## config.mk

```make
export PLATFORM = sky130hd
export DESIGN_NAME = dma_prot_filter
export DESIGN_NICKNAME = d
export VERILOG_FILES = /design/src/rtl/dmaf_pkg.sv /design/src/rtl/dmaf_cutoff_win.sv /design/src/rtl/dmaf_fixed_win.sv /design/src/rtl/dmaf_range_chk.sv /design/src/rtl/dmaf_regs.sv /design/src/rtl/dma_prot_filter.sv
export SDC_FILE = /design/constraint.sdc
export NUM_CORES = 1
export LEC_CHECK = 0
export ABC_AREA = 1
export CAP_MARGIN = 20
export CORE_ASPECT_RATIO = 1.75
export CORE_MARGIN = 1.5
export CORE_UTILIZATION = 41
export CTS_CLUSTER_DIAMETER = 80
export DETAILED_ROUTE_END_ITERATION = 6
export PLACE_DENSITY_LB_ADDON = 0.3
export SYNTH_ARGS = -nofsm -noshare
export SYNTH_HDL_FRONTEND = slang
export SYNTH_SLANG_ARGS = --single-unit
```

## constraint.sdc

```tcl
create_clock -name clk_i -period 2.2 [get_ports clk_i]
set_input_delay 0.22 -clock clk_i [delete_from_list [all_inputs] [get_ports clk_i]]
set_output_delay 0.22 -clock clk_i [all_outputs]
set_load 0.02 [all_outputs]
```

## src/rtl/dmaf_pkg.sv

```systemverilog
package dmaf_pkg;
  localparam int unsigned REG_W     = 32;
  localparam int unsigned MAIN_CW   = 4;
  localparam int unsigned EXT_CW    = 2;
  localparam int unsigned NUM_MAIN  = 2;
  localparam int unsigned CFG_W     = NUM_MAIN * MAIN_CW + 1 + EXT_CW;
  localparam int unsigned WRAM_BIT  = NUM_MAIN * MAIN_CW;
  localparam int unsigned EXT_LSB   = WRAM_BIT + 1;

  typedef struct packed {
    logic [EXT_CW-1:0]  ext_cut;
    logic               wram_blk;
    logic [MAIN_CW-1:0] main1_cut;
    logic [MAIN_CW-1:0] main0_cut;
  } prot_cfg_t;
endpackage

```

## src/rtl/dmaf_cutoff_win.sv

```systemverilog
module dmaf_cutoff_win #(
  parameter int unsigned        ADDR_W = 32,
  parameter int unsigned        CUT_W  = 4,
  parameter logic [ADDR_W-1:0]  TOP    = '0,
  parameter logic [ADDR_W-1:0]  STEP   = '0
) (
  input  logic [ADDR_W-1:0] addr_i,
  input  logic [CUT_W-1:0]  cut_i,
  output logic              hit_o
);
  localparam int unsigned XW = ADDR_W + 1;
  localparam logic [XW-1:0] TOP_X  = {1'b0, TOP};
  localparam logic [XW-1:0] STEP_X = {1'b0, STEP};

  logic [XW-1:0] lower_x;
  logic [XW-1:0] addr_x;

  // window grows down from TOP by cut steps
  assign lower_x = TOP_X - ({{(XW-CUT_W){1'b0}}, cut_i} * STEP_X);
  assign addr_x  = {1'b0, addr_i};
  assign hit_o   = (cut_i != '0) && (addr_x >= lower_x) && (addr_x < TOP_X);
endmodule

```

## src/rtl/dmaf_fixed_win.sv

```systemverilog
module dmaf_fixed_win #(
  parameter int unsigned       ADDR_W = 32,
  parameter logic [ADDR_W-1:0] LO     = '0,
  parameter logic [ADDR_W:0]   HI     = '0
) (
  input  logic [ADDR_W-1:0] addr_i,
  input  logic              en_i,
  output logic              hit_o
);
  logic [ADDR_W:0] addr_x;
  assign addr_x = {1'b0, addr_i};
  // HI is exclusive and one bit wider so a window may end at the top of space
  assign hit_o  = en_i && (addr_i >= LO) && (addr_x < HI);
endmodule

```

## src/rtl/dmaf_range_chk.sv

```systemverilog
module dmaf_range_chk
  import dmaf_pkg::*;
#(
  parameter int unsigned       ADDR_W    = 32,
  parameter logic [ADDR_W-1:0] MAIN_TOP0 = 32'h2800_0000,
  parameter logic [ADDR_W-1:0] MAIN_SPAN = 32'h0800_0000,
  parameter logic [ADDR_W-1:0] MAIN_STEP = 32'h0080_0000,
  parameter logic [ADDR_W-1:0] WRAM_LO   = 32'h1FF8_0000,
  parameter logic [ADDR_W-1:0] WRAM_HI   = 32'h2000_0000,
  parameter logic [ADDR_W-1:0] EXT_TOP   = 32'h1F40_0000,
  parameter logic [ADDR_W-1:0] EXT_STEP  = 32'h0010_0000
) (
  input  logic [ADDR_W-1:0] addr_i,
  input  prot_cfg_t         cfg_i,
  output logic              deny_o
);
  logic [MAIN_CW-1:0]  main_cut [NUM_MAIN];
  logic [NUM_MAIN-1:0] main_hit;
  logic                lock_hit;
  logic                wram_hit;
  logic                ext_hit;

  assign main_cut[0] = cfg_i.main0_cut;
  assign main_cut[1] = cfg_i.main1_cut;

  for (genvar g = 0; g < NUM_MAIN; g++) begin : g_main
    localparam logic [ADDR_W-1:0] TOP_G = MAIN_TOP0 + ADDR_W'(g) * MAIN_SPAN;
    dmaf_cutoff_win #(
      .ADDR_W(ADDR_W), .CUT_W(MAIN_CW), .TOP(TOP_G), .STEP(MAIN_STEP)
    ) u_win (
      .addr_i(addr_i), .cut_i(main_cut[g]), .hit_o(main_hit[g])
    );
  end

  // any region-0 cutoff also seals the first step of region 1
  dmaf_fixed_win #(
    .ADDR_W(ADDR_W), .LO(MAIN_TOP0), .HI({1'b0, MAIN_TOP0} + {1'b0, MAIN_STEP})
  ) u_lock (
    .addr_i(addr_i), .en_i(cfg_i.main0_cut != '0), .hit_o(lock_hit)
  );

  dmaf_fixed_win #(
    .ADDR_W(ADDR_W), .LO(WRAM_LO), .HI({1'b0, WRAM_HI})
  ) u_wram (
    .addr_i(addr_i), .en_i(cfg_i.wram_blk), .hit_o(wram_hit)
  );

  dmaf_cutoff_win #(
    .ADDR_W(ADDR_W), .CUT_W(EXT_CW), .TOP(EXT_TOP), .STEP(EXT_STEP)
  ) u_ext (
    .addr_i(addr_i), .cut_i(cfg_i.ext_cut), .hit_o(ext_hit)
  );

  assign deny_o = (|main_hit) | lock_hit | wram_hit | ext_hit;
endmodule

```

## src/rtl/dmaf_regs.sv

```systemverilog
module dmaf_regs
  import dmaf_pkg::*;
(
  input  logic             clk_i,
  input  logic             rst_ni,
  input  logic             we_i,
  input  logic             sel_i,
  input  logic [CFG_W-1:0] wdata_i,
  input  logic             viol_set_i,
  output prot_cfg_t        cfg_o,
  output logic             viol_o,
  output logic [REG_W-1:0] rdata_o
);
  prot_cfg_t cfg_q;
  logic      viol_q;

  always_ff @(posedge clk_i or negedge rst_ni) begin
    if (!rst_ni) begin
      cfg_q <= '0;
    end else if (we_i && !sel_i) begin
      cfg_q <= prot_cfg_t'(wdata_i);
    end
  end

  // set beats clear
  always_ff @(posedge clk_i or negedge rst_ni) begin
    if (!rst_ni) begin
      viol_q <= 1'b0;
    end else if (viol_set_i) begin
      viol_q <= 1'b1;
    end else if (we_i && sel_i) begin
      viol_q <= 1'b0;
    end
  end

  always_comb begin
    if (sel_i) rdata_o = {{(REG_W-1){1'b0}}, viol_q};
    else       rdata_o = {{(REG_W-CFG_W){1'b0}}, cfg_q};
  end

  assign cfg_o  = cfg_q;
  assign viol_o = viol_q;
endmodule

```

## src/rtl/dma_prot_filter.sv

```systemverilog
module dma_prot_filter
  import dmaf_pkg::*;
#(
  parameter int unsigned       ADDR_W    = 32,
  parameter logic [ADDR_W-1:0] MAIN_TOP0 = 32'h2800_0000,
  parameter logic [ADDR_W-1:0] MAIN_SPAN = 32'h0800_0000,
  parameter logic [ADDR_W-1:0] MAIN_STEP = 32'h0080_0000,
  parameter logic [ADDR_W-1:0] WRAM_LO   = 32'h1FF8_0000,
  parameter logic [ADDR_W-1:0] WRAM_HI   = 32'h2000_0000,
  parameter logic [ADDR_W-1:0] EXT_TOP   = 32'h1F40_0000,
  parameter logic [ADDR_W-1:0] EXT_STEP  = 32'h0010_0000
) (
  input  logic              clk_i,
  input  logic              rst_ni,
  input  logic              reg_we_i,
  input  logic              reg_sel_i,
  input  logic [REG_W-1:0]  reg_wdata_i,
  output logic [REG_W-1:0]  reg_rdata_o,
  input  logic              req_valid_i,
  input  logic [ADDR_W-1:0] req_addr_i,
  output logic              pass_valid_o,
  output logic [ADDR_W-1:0] pass_addr_o,
  output logic              deny_o
);
  prot_cfg_t         cfg_q;
  logic              viol_q;
  logic              hit;
  logic              vld_q;
  logic              hit_q;
  logic [ADDR_W-1:0] addr_q;
  logic              unused_wdata_hi;

  assign unused_wdata_hi = ^reg_wdata_i[REG_W-1:CFG_W];

  dmaf_regs u_regs (
    .clk_i      (clk_i),
    .rst_ni     (rst_ni),
    .we_i       (reg_we_i),
    .sel_i      (reg_sel_i),
    .wdata_i    (reg_wdata_i[CFG_W-1:0]),
    .viol_set_i (req_valid_i & hit),
    .cfg_o      (cfg_q),
    .viol_o     (viol_q),
    .rdata_o    (reg_rdata_o)
  );

  dmaf_range_chk #(
    .ADDR_W(ADDR_W), .MAIN_TOP0(MAIN_TOP0), .MAIN_SPAN(MAIN_SPAN),
    .MAIN_STEP(MAIN_STEP), .WRAM_LO(WRAM_LO), .WRAM_HI(WRAM_HI),
    .EXT_TOP(EXT_TOP), .EXT_STEP(EXT_STEP)
  ) u_chk (
    .addr_i (req_addr_i),
    .cfg_i  (cfg_q),
    .deny_o (hit)
  );

  always_ff @(posedge clk_i or negedge rst_ni) begin
    if (!rst_ni) begin
      vld_q  <= 1'b0;
      hit_q  <= 1'b0;
      addr_q <= '0;
    end else begin
      vld_q <= req_valid_i;
      hit_q <= hit;
      if (req_valid_i) addr_q <= req_addr_i;
    end
  end

  assign pass_valid_o = vld_q & ~hit_q;
  assign deny_o       = vld_q & hit_q;
  assign pass_addr_o  = addr_q;
endmodule

```

* Word-level counts from Yosys, hierarchy flattened
Index checks and enable logic that the tools add are counted.
** Word-level totals
- Bits in registers :: 46
- Input port bits :: 69
- Output and inout port bits :: 66
- Word-level logic and storage cells :: 49
** Cells by class
- Add/subtract/negate cells :: 3
- Magnitude comparators :: 10
- Mux-type cells :: 3
- Bitwise gates (word level) :: 7
- Reductions and logical operators :: 18
** Operators with widths (count)
- $lt 32x30->1 const B :: 4
- $ge 32x33->1 :: 3
- $sub 30x27->31 const A :: 2
- $ge 32x29->1 const B :: 1
- $ge 32x30->1 const B :: 1
- $lt 32x29->1 const B :: 1
- $sub 29x22->30 const A :: 1
- $logic_and 1x1->1 :: 12
- $mux 11 :: 1
- $reduce_bool 4->1 :: 2
- $reduce_bool 2->1 :: 2
- $and 1x1->1 :: 3
- $or 1x1->1 :: 3
- $mux 1 :: 2
- $reduce_or 2->1 :: 1
- $logic_not 1->1 :: 1
- $not 1->1 :: 1

* Longest topological paths before layout
Gate-level depths: netlist of run 1.
- Word-level depth :: 10
- Mapped depth :: 18
- Depth with buffers taken out :: 18

* Hierarchy
From an unflattened synthesis of run 1, not the netlist that was laid out.
** Second synthesis, totals
- Cell total of the unflattened synthesis :: 452
- Area, all modules :: 3098.0 sq um
** Modules (own cells, without submodules)
- dma_prot_filter :: instances 1, cells an instance 144, area an instance 1360.1 sq um, sequential area each 850.8 sq um
- dmaf_regs :: instances 1, cells an instance 100, area an instance 733.2 sq um, sequential area each 300.3 sq um
- dmaf_cutoff_win at u_chk.g_main[1].u_win :: instances 1, cells an instance 63, area an instance 325.3 sq um, sequential area each 0.0 sq um
- dmaf_cutoff_win at u_chk.g_main[0].u_win :: instances 1, cells an instance 60, area an instance 305.3 sq um, sequential area each 0.0 sq um
- dmaf_cutoff_win at u_chk.u_ext :: instances 1, cells an instance 55, area an instance 254.0 sq um, sequential area each 0.0 sq um
- dmaf_fixed_win at u_chk.u_wram :: instances 1, cells an instance 14, area an instance 56.3 sq um, sequential area each 0.0 sq um
- dmaf_fixed_win at u_chk.u_lock :: instances 1, cells an instance 9, area an instance 36.3 sq um, sequential area each 0.0 sq um
- dmaf_range_chk :: instances 1, cells an instance 7, area an instance 27.5 sq um, sequential area each 0.0 sq um

* Worst setup path after synthesis of run 1
No wires, ideal clock.
- Path kind :: register to register
- From :: register, netlist name u_regs.cfg_o[0]
- To :: register u_regs.viol_q (netlist: u_regs.viol_o)
- Setup time :: 116 ps
- Data arrival time :: 1777 ps
- Required time :: 2084 ps
- Path slack :: 307 ps
- Cell stages (with the launch flop) :: 19
- Buffers on the path :: 0
- Period minus slack after synthesis :: 1893 ps
- Path through :: dfrtp_1 inv_1 ha_1 nand2_1 nor2_1 inv_1 ha_1 inv_1 nor2_1 nand2_1 nand2_1 nand2_1 nand2_1 nor2_1 nand2_1 a21oi_1 nand2_1 nand2_1 nand2_1
** Between the ends
- Cells in the longest elaborated chain, start to end :: 10
- Elaborated cells on any way between the ends :: 14
- Those cells by class :: add/sub (1); order compare (1); mux (1); bitwise (4); reduce/logical (7)
** Ends and longest elaborated chain
- $sub 30x27->31 :: line dmaf_cutoff_win.sv:19 : assign lower_x = TOP_X - ({{(XW-CUT_W){1'b0}}, cut_i} * STEP_X);
- $ge 32x33->1 :: line dmaf_cutoff_win.sv:21 : assign hit_o = (cut_i != '0) && (addr_x >= lower_x) && (addr_x < TOP_X);
- $logic_and 1x1->1 (2 in series) :: line dmaf_cutoff_win.sv:21
- $reduce_or 2->1 :: line dmaf_range_chk.sv:54 : assign deny_o = (|main_hit) | lock_hit | wram_hit | ext_hit;
- $or 1x1->1 (*) (3 in series) :: line dmaf_range_chk.sv:54
- via hit :: line dma_prot_filter.sv:27 : logic hit;
- $and 1x1->1 (*) :: line dma_prot_filter.sv:41 : .viol_set_i (req_valid_i & hit),
- $mux 1 or $reduce_bool 2->1 (tied branches)
- end signal: assignment :: line dmaf_regs.sv:28 : viol_q <= 1'b0;
- end signal: assignment :: line dmaf_regs.sv:30 : viol_q <= 1'b1;
- end signal: assignment :: line dmaf_regs.sv:32 : viol_q <= 1'b0;
- end: declaration :: line dmaf_regs.sv:15 : logic viol_q;
Mark *: on every way through the listed nets, which the timed path passes. The rest lies on a longest branch.
A chain may end at the register's enable or synchronous reset.

* Worst setup path in the final report of run 1
- From :: register, netlist name u_regs.cfg_o[0]
- To :: register u_regs.viol_q (netlist: u_regs.viol_o)
** Between the ends
- Cells in the longest elaborated chain, start to end :: 10
- Elaborated cells on any way between the ends :: 14
- Those cells by class :: add/sub (1); order compare (1); mux (1); bitwise (4); reduce/logical (7)
** Ends and longest elaborated chain (line)
- $sub 30x27->31 :: dmaf_cutoff_win.sv:19
- $ge 32x33->1 :: dmaf_cutoff_win.sv:21
- $logic_and 1x1->1 (2 in series) :: dmaf_cutoff_win.sv:21
- $reduce_or 2->1 :: dmaf_range_chk.sv:54
- $or 1x1->1 (*) (3 in series) :: dmaf_range_chk.sv:54
- via hit :: dma_prot_filter.sv:27
- $and 1x1->1 (*) :: dma_prot_filter.sv:41
- $mux 1 or $reduce_bool 2->1 (tied branches)
Marks and branches as above.

==> parameters.txt, run 1 <==
Parameter                              Value

Outcome
  Status ... finished clean

Placement
  Dpl hpwl ... 5.22 mm
  Port Buffers ... 92
  Instance count after placement with tap cells included ... 522
  Last weighted congestion value of the routability-driven placer ... 0.927

Pwr
  Design Power ... 2490 µW
  Cell Pwr Density ... 634 nW/µm²
  Total leakage power ... 0.00188 µW
  Maximum ir drop on the vdd rail ... 0.446 mV

CTS
  Clock tree from TritonCTS ... yes
  Total clock sinks ... 46
  Max Root-Sink Buffers ... 2
  H-Tree Level Count ... 2
  Num CTS Buffers ... 5
  Worst-skew pair later-pin latency ... 0.29 ns
  Clock transition at path regs ... 0.06 ns
  Cell at the root of the clock tree ... sky130_fd_sc_hd__clkbuf_16

Synth
  Share of flip-flops with an asynchronous set or reset after synthesis ... 1.00
  Most numerous cell in the Yosys netlist ... sky130_fd_sc_hd__nor2_1
  Area share of the leading cell type in the synthesized netlist ... 0.420
  Leading cell types by count after synthesis ... 73 x sky130_fd_sc_hd__nor2_1, 54 x sky130_fd_sc_hd__nand2_1, 52 x sky130_fd_sc_hd__inv_1, 46 x sky130_fd_sc_hd__dfrtp_1, 36 x sky130_fd_sc_hd__a21oi_1
  Synth warn ... 0
  Portion of the post-synthesis area used by sequential elements ... 0.420
  Synthesis-stage register bit count ... 46
  Area leader, netlist ... sky130_fd_sc_hd__dfrtp_1
  Biggest area contributors in the synthesized netlist ... sky130_fd_sc_hd__dfrtp_1 42%, sky130_fd_sc_hd__nor2_1 10%, sky130_fd_sc_hd__ha_1 7.8%, sky130_fd_sc_hd__nand2_1 7.4%, sky130_fd_sc_hd__inv_1 7.1%
  Synthesized cell area ... 2740 µm²
  Number of synthesized flops with an enable pin ... 0
  Primary flip-flop cell chosen by synthesis mapping ... sky130_fd_sc_hd__dfrtp_1
  Distinct cell type count of the synthesized netlist ... 25
  Instance count of the mapped netlist ... 351
  Average instance area after synthesis ... 7.81 µm²

Critical path
  Arrival @ worst endpoint ... 2.24 ns
  Critical path start-end classification ... register to register
  Kind of start point of the critical path ... register
  Slowest Stage Delay on Critical Path ... 0.39 ns
  Cells along the critical path ... inv_2, ha_4, nand2_1, nor2_4, inv_1, ha_1, inv_1, nor2_2, nand2_1, nand2_1, nand2_1, nand2_1, nor2_1, nand2_1, a21oi_2, nand2_1, nand2_1, nand2_1
  Type of destination of the critical path ... register
  Start point of the critical path ... u_regs.cfg_o[0]
  Required arrival time at the worst endpoint ... 2.38 ns
  Worst reg2reg startpoint ... u_regs.cfg_o[0]
  Most frequent cell on the critical path ... sky130_fd_sc_hd__nand2_1
  Slowest-stage cell, CP ... sky130_fd_sc_hd__dfrtp_1
  Worst-path maximum fanout ... 4

Detailed routing
  Total Routed Length ... 6.53 mm
  Via density per instance ... 4.70
  Detailed router's first-iteration violation count ... 85
  Drt pass-1 iters ... 5
  Vias post-DR ... 2515
  Remaining number of nets flagged by the antenna check after routing ... 0
  DRC violations left ... 0
  Average wire per cell in the routed design ... 12.2 µm

Timing
  Tightest hold margin ... 0.465 ns
  Fin crit share ... 0.937
  Final Hold Vio Count ... 0
  Final number of max-transition violations ... 0
  # setup viols final ... 0
  Max Clock Skew ... 0.00473 ns
  Final min period ... 2.06 ns
  Relative max-transition margin ... 0.631
  Transition time at the pin with the least slew margin ... 0.553 ns
  F_max ... 485 MHz

Run
  Max-cap violation count ... 0

GRT
  First-pass GRT wire length ... 10.5 mm
  Number of global-route vias before repair ... 2393
  GRT Residual Overflow ... 0
  Met3 demand-to-capacity share in global routing ... 0.0416
  Met2 usage ... 0.355
  Met1 Resource Use GR ... 0.185
  GR Util All Layers ... 0.190
  Maximum number of pins on one net before global-route repair ... 47
  GR peak layer ... met2
  Number of antenna violations at the first check in global routing ... 0

Hold path
  Min-Delay Path Class ... input port to register
  Hold path startpoint ... req_valid_i

Cells and area
  NumNets Final ... 538
  Ratio of cells with drive above 1 in the final layout ... 0.0971
  Cell Count, Final, Fillers Out ... 535
  Layout-stage area growth over the synthesis result ... 43.1%
  Number of antenna diodes ... 0

Die
  Site row count ... 39
  Width of the die ... 64.8 µm
  Full die area ... 7210 µm²
  Effective utilization at floorplan ... 0.423
  Ports placed on the boundary ... 135
  Placeable core region ... 6490 µm²
  Die boundary height ... 111 µm
[where the power goes]
group | internal [µW] | leakage [µW] | switching (µW)
registers | 932 | 0.000520 | 47.0
clock network | 450 | 0.0000729 | 312
logic | 349 | 0.00129 | 399
total | 1730 | 0.00188 | 758
[worst max-delay path, delay by kind of cell, from the launching register on]
family          cells  cell delay (ns)
simple gates       12             0.82
buf+inv             3             0.24
compound gates      1             0.12
fa+ha+maj           2             0.42
flops               1             0.39
[final cells by class]
class / instances / area [µm²]
Clock buffer: 6 / 139
Fill cell: 595 / 2560
Multi-Input combinational cell: 242 / 1290
Clock inverter: 2 / 12.5
Tap cell: 82 / 103
Timing Repair Buffer: 104 / 1030
Sequential cell: 46 / 1150
Inverter: 53 / 199
[state kept, by name, summed over array words and instances, names as in the netlist]
register       count
pass_addr_o       32
u_regs.cfg_o      11
hit_q              1
u_regs.viol_o      1
vld_q              1
[worst paths after layout]
kind / endpoint / slack (ns) / cells past startpoint
worst max-delay path: u_regs.viol_o / 0.14 / 18
worst min register to register: u_regs.viol_o / 0.49 / 2
worst min-delay path: pass_addr_o[17] / 0.46 / 3
max in group asynchronous: pass_addr_o[30] / 1.52 / 3
worst max register to register: u_regs.viol_o / 0.14 / 18
min in group asynchronous: pass_addr_o[9] / 0.47 / 3
[per-layer routing]
layer	routed length [µm]	part of all wire
met1	2170	0.33
met2	3780	0.58
met3	359	0.055
met4	214	0.033
met5	0	0
[metrics by stage]
step                      TNS, ns  cell area (µm²)  setup slack [ns]  utilization
final                           0             3930             0.138        0.605
after global routing      -0.0391             3930           -0.0391        0.605
after CTS                       0             3870            0.0255        0.596
after detailed placement        0             3700            0.0482        0.571
after global placement          0             3700             0.134        0.571
after floorplan                 0             2820             0.307            -
[repair_timing]
action,4_1_cts,5_1_grt
hold buffers,1,0
endpoints found under the hold margin,46,0
resized for setup,0,10
setup endpoints to repair,0,2
setup buffers,0,4
[cells in the final DEF, fill, tap and decap left out, drive strengths merged, types with 12 or more instances in the layout]
cell	n
inv	53
nand2	54
mux2	12
conb	21
clkdlybuf4s50	90
a21oi	36
nor2	74
dfrtp	46
ha	17
buf	13
[cells by family (layout without fill, tap and decap cells)]
kind of cell               Yosys count  count (layout)  synth area share
xor gates and xnor gates             3               3           0.00958
AOI/OAI and AO/OA                   43              43            0.0817
muxes                               12              12            0.0493
and+or+nand+nor                    146             146             0.214
adders and majority gates           17              17            0.0776
other                                1              21           0.00137
buffers and inverters               83             165             0.147
DFF                                 46              46             0.420
Power figures use the tool's default switching activity.
==> run 2, diff against run 1 <==
Settings changed: CTS_CLUSTER_DIAMETER 80 to default.
==> results of run 2 <==
Final layout, timing and power as in run 1 (identical DEF).
==> run 3, diff against run 2 <==
Settings changed: SETUP_SLACK_MARGIN from default to 0.05.
==> run 3 against run 2 <==
- final cell count stayed put
- sequential cell count stayed put
- clock skew hardly changed
- hold slack worse by 0.0015 ns
- via count is 0.28% lower
- critical path depth stayed put
- utilization is 0.23 points higher
- clock power hardly changed
- cell area is 0.38% higher
- die area stayed put
- wire length is 0.57% higher
- highest routed layer unchanged
==> parameters.txt, run 3 (synthesis gave the netlist of run 1 again) <==
Parameter                              Value

GRT
  Met3 demand-to-capacity share in global routing ... 0.0416
  GR peak layer ... met2
  GR Util All Layers ... 0.190
  GRT Residual Overflow ... 0
  Met2 usage ... 0.355
  First-pass GRT wire length ... 10.5 mm
  Maximum number of pins on one net before global-route repair ... 47
  Number of global-route vias before repair ... 2393
  Number of antenna violations at the first check in global routing ... 0
  Met1 Resource Use GR ... 0.185

Critical path
  Worst reg2reg startpoint ... u_regs.cfg_o[1]
  Reg-to-reg slack, setup ... 0.16 ns
  Cells along the critical path ... inv_2, ha_4, nand2_2, nor2_4, inv_1, ha_1, inv_1, nor2_2, nand2_1, nand2_1, nand2_1, nand2_1, nor2_1, nand2_1, a21oi_2, nand2_1, nand2_1, nand2_1
  Arrival @ worst endpoint ... 2.22 ns
  Most frequent cell on the critical path ... sky130_fd_sc_hd__nand2_1
  Reg-to-Reg End ... u_regs.viol_o
  Kind of start point of the critical path ... register
  Type of destination of the critical path ... register
  Slowest Stage Delay on Critical Path ... 0.37 ns
  Critical path buffer and inverter count ... 3
  Slowest-stage cell, CP ... sky130_fd_sc_hd__dfrtp_1
  Worst R2R Path Depth ... 18
  Worst-path maximum fanout ... 4
  Critical path start-end classification ... register to register
  Top Family by Delay on Critical Path ... simple AND/OR/NAND/NOR gates
  Required arrival time at the worst endpoint ... 2.38 ns

Detailed routing
  Remaining number of nets flagged by the antenna check after routing ... 0
  DRC violations left ... 0
  Average wire per cell in the routed design ... 12.3 µm
  Total Routed Length ... 6.56 mm
  Vias post-DR ... 2508
  Via density per instance ... 4.69
  Detailed router's first-iteration violation count ... 93
  Drt pass-1 iters ... 4

Die
  Ports placed on the boundary ... 135
  Width of the die ... 64.8 µm
  Placeable core region ... 6490 µm²
  Site row count ... 39
  Effective utilization at floorplan ... 0.423
  Full die area ... 7210 µm²
  Die boundary height ... 111 µm

Placement
  Port Buffers ... 92
  Post-detailed-placement cell area ... 3700 µm²
  Last weighted congestion value of the routability-driven placer ... 0.927
  Dpl hpwl ... 5.22 mm

Pwr
  Part of the total power dissipated in the clock network ... 0.305
  Sequential share of power ... 0.393
  Cell Pwr Density ... 634 nW/µm²
  Total leakage power ... 0.00188 µW
  Fraction of power spent switching nets ... 0.306
  Maximum ir drop on the vdd rail ... 0.436 mV
  Net switching component of the power ... 763 µW
  Internal Dissipation ... 1730 µW
  Logic gate share of total power ... 0.302
  Design Power ... 2500 µW

CTS
  Total clock sinks ... 46
  Max Root-Sink Buffers ... 2
  Worst-skew pair later-pin latency ... 0.29 ns
  Num CTS Buffers ... 5
  Clock tree from TritonCTS ... yes
  H-Tree Level Count ... 2
  Cell at the root of the clock tree ... sky130_fd_sc_hd__clkbuf_16
  Clock transition at path regs ... 0.06 ns

Hold path
  Hold path depth ... 3
  Hold path startpoint ... req_valid_i
  Min-Delay Path Class ... input port to register
  Hold Crit Endpoint ... pass_addr_o[17]

Timing
  Relative max-transition margin ... 0.633
  Setup repair after global routing missed its margin ... yes
  Tightest hold margin ... 0.463 ns
  Sum of negative setup slack ... 0 ns
  Final Hold Vio Count ... 0
  Fin crit share ... 0.925
  Final number of max-transition violations ... 0
  # setup viols final ... 0
  F_max ... 491 MHz
  Transition time at the pin with the least slew margin ... 0.550 ns
  Max Clock Skew ... 0.00502 ns
  Final min period ... 2.04 ns

Run
  Max-cap violation count ... 0

Cells and area
  Most common cell after layout, fill and taps aside ... sky130_fd_sc_hd__clkdlybuf4s50_1
  Number of antenna diodes ... 0
  Top library cells by usage in the layout, fill and taps aside ... 90 x sky130_fd_sc_hd__clkdlybuf4s50_1, 70 x sky130_fd_sc_hd__nor2_1, 53 x sky130_fd_sc_hd__nand2_1, 48 x sky130_fd_sc_hd__inv_1, 46 x sky130_fd_sc_hd__dfrtp_1
  Area taken by multi-input logic gates ... 1310 µm²
  NumNets Final ... 538
  Post-layout instance area ... 3940 µm²
  Layout-stage area growth over the synthesis result ... 43.7%
  Ratio of cells with drive above 1 in the final layout ... 0.108
  Core occupancy in the finished layout ... 0.607
  Fillers ... 598
  Register area ... 1150 µm²
  Number of flip-flops in the largest register ... 32

Outcome
  Status ... finished clean
-- run 3: final cells by class --
cell class | instances | area share
clock inverters | 2 | 0.00318
repair buffers | 104 | 0.261
well taps | 82 | 0.0260
flip-flops and latches | 46 | 0.292
clock buffers | 6 | 0.0352
inverters | 53 | 0.0505
multi-input cells | 242 | 0.332
-- run 3: metrics by stage --
stage	setup WS [ns]	instances
final	0.165	535
after global routing	-0.0291	535
after CTS	0.0771	531
after detailed placement	0.0482	522
after global placement	0.134	522
after floorplan	0.307	371
-- run 3: worst reg2reg max path, delay by kind of cell, from the launching register on --
family | cells | cell delay (ns)
flops | 1 | 0.37
simple gates | 12 | 0.79
compound gates | 1 | 0.13
buf+inv | 3 | 0.24
fa+ha+maj | 2 | 0.42
-- run 3: worst max path at each step --
stage / endpoint / slack [ns] / cells past startpoint / start
6_report: u_regs.viol_o / 0.16 / 18 / u_regs.cfg_o[1]
5_1_grt: u_regs.viol_o / -0.03 / 18 / u_regs.cfg_o[1]
4_1_cts: u_regs.viol_o / 0.08 / 18 / u_regs.cfg_o[0]
3_5_place_dp: u_regs.viol_o / 0.05 / 18 / u_regs.cfg_o[0]
3_3_place_gp: u_regs.viol_o / 0.13 / 18 / u_regs.cfg_o[0]
2_1_floorplan: u_regs.viol_o / 0.31 / 18 / u_regs.cfg_o[0]
-- run 3: power groups by stage --
stage / combinational [µW] / sequential, µW / clock (µW)
after floorplan: 347 / 1060 / 0
after global placement: 717 / 990 / 0
after detailed placement: 733 / 994 / 0
after CTS: 739 / 978 / 779
after global routing: 830 / 992 / 831
final: 754 / 981 / 761
-- run 3: what timing repair did --
| item | 4_1_cts | 5_1_grt |
|---|---|---|
| gates cloned | 0 | 0 |
| setup buffers | 0 | 4 |
| endpoints found under the setup margin | 1 | 2 |
| hold buffers | 1 | 0 |
| pin swaps | 0 | 6 |
| endpoints found under the hold margin | 46 | 0 |
| gates resized for setup | 1 | 14 |
-- run 3: metal layers --
metal	wire [µm]	vias up	part of all wire
met3	327	20	0.050
li1	-	1264	-
met5	0	-	0
met2	3770	91	0.57
met1	2210	1133	0.34
met4	252	0	0.038
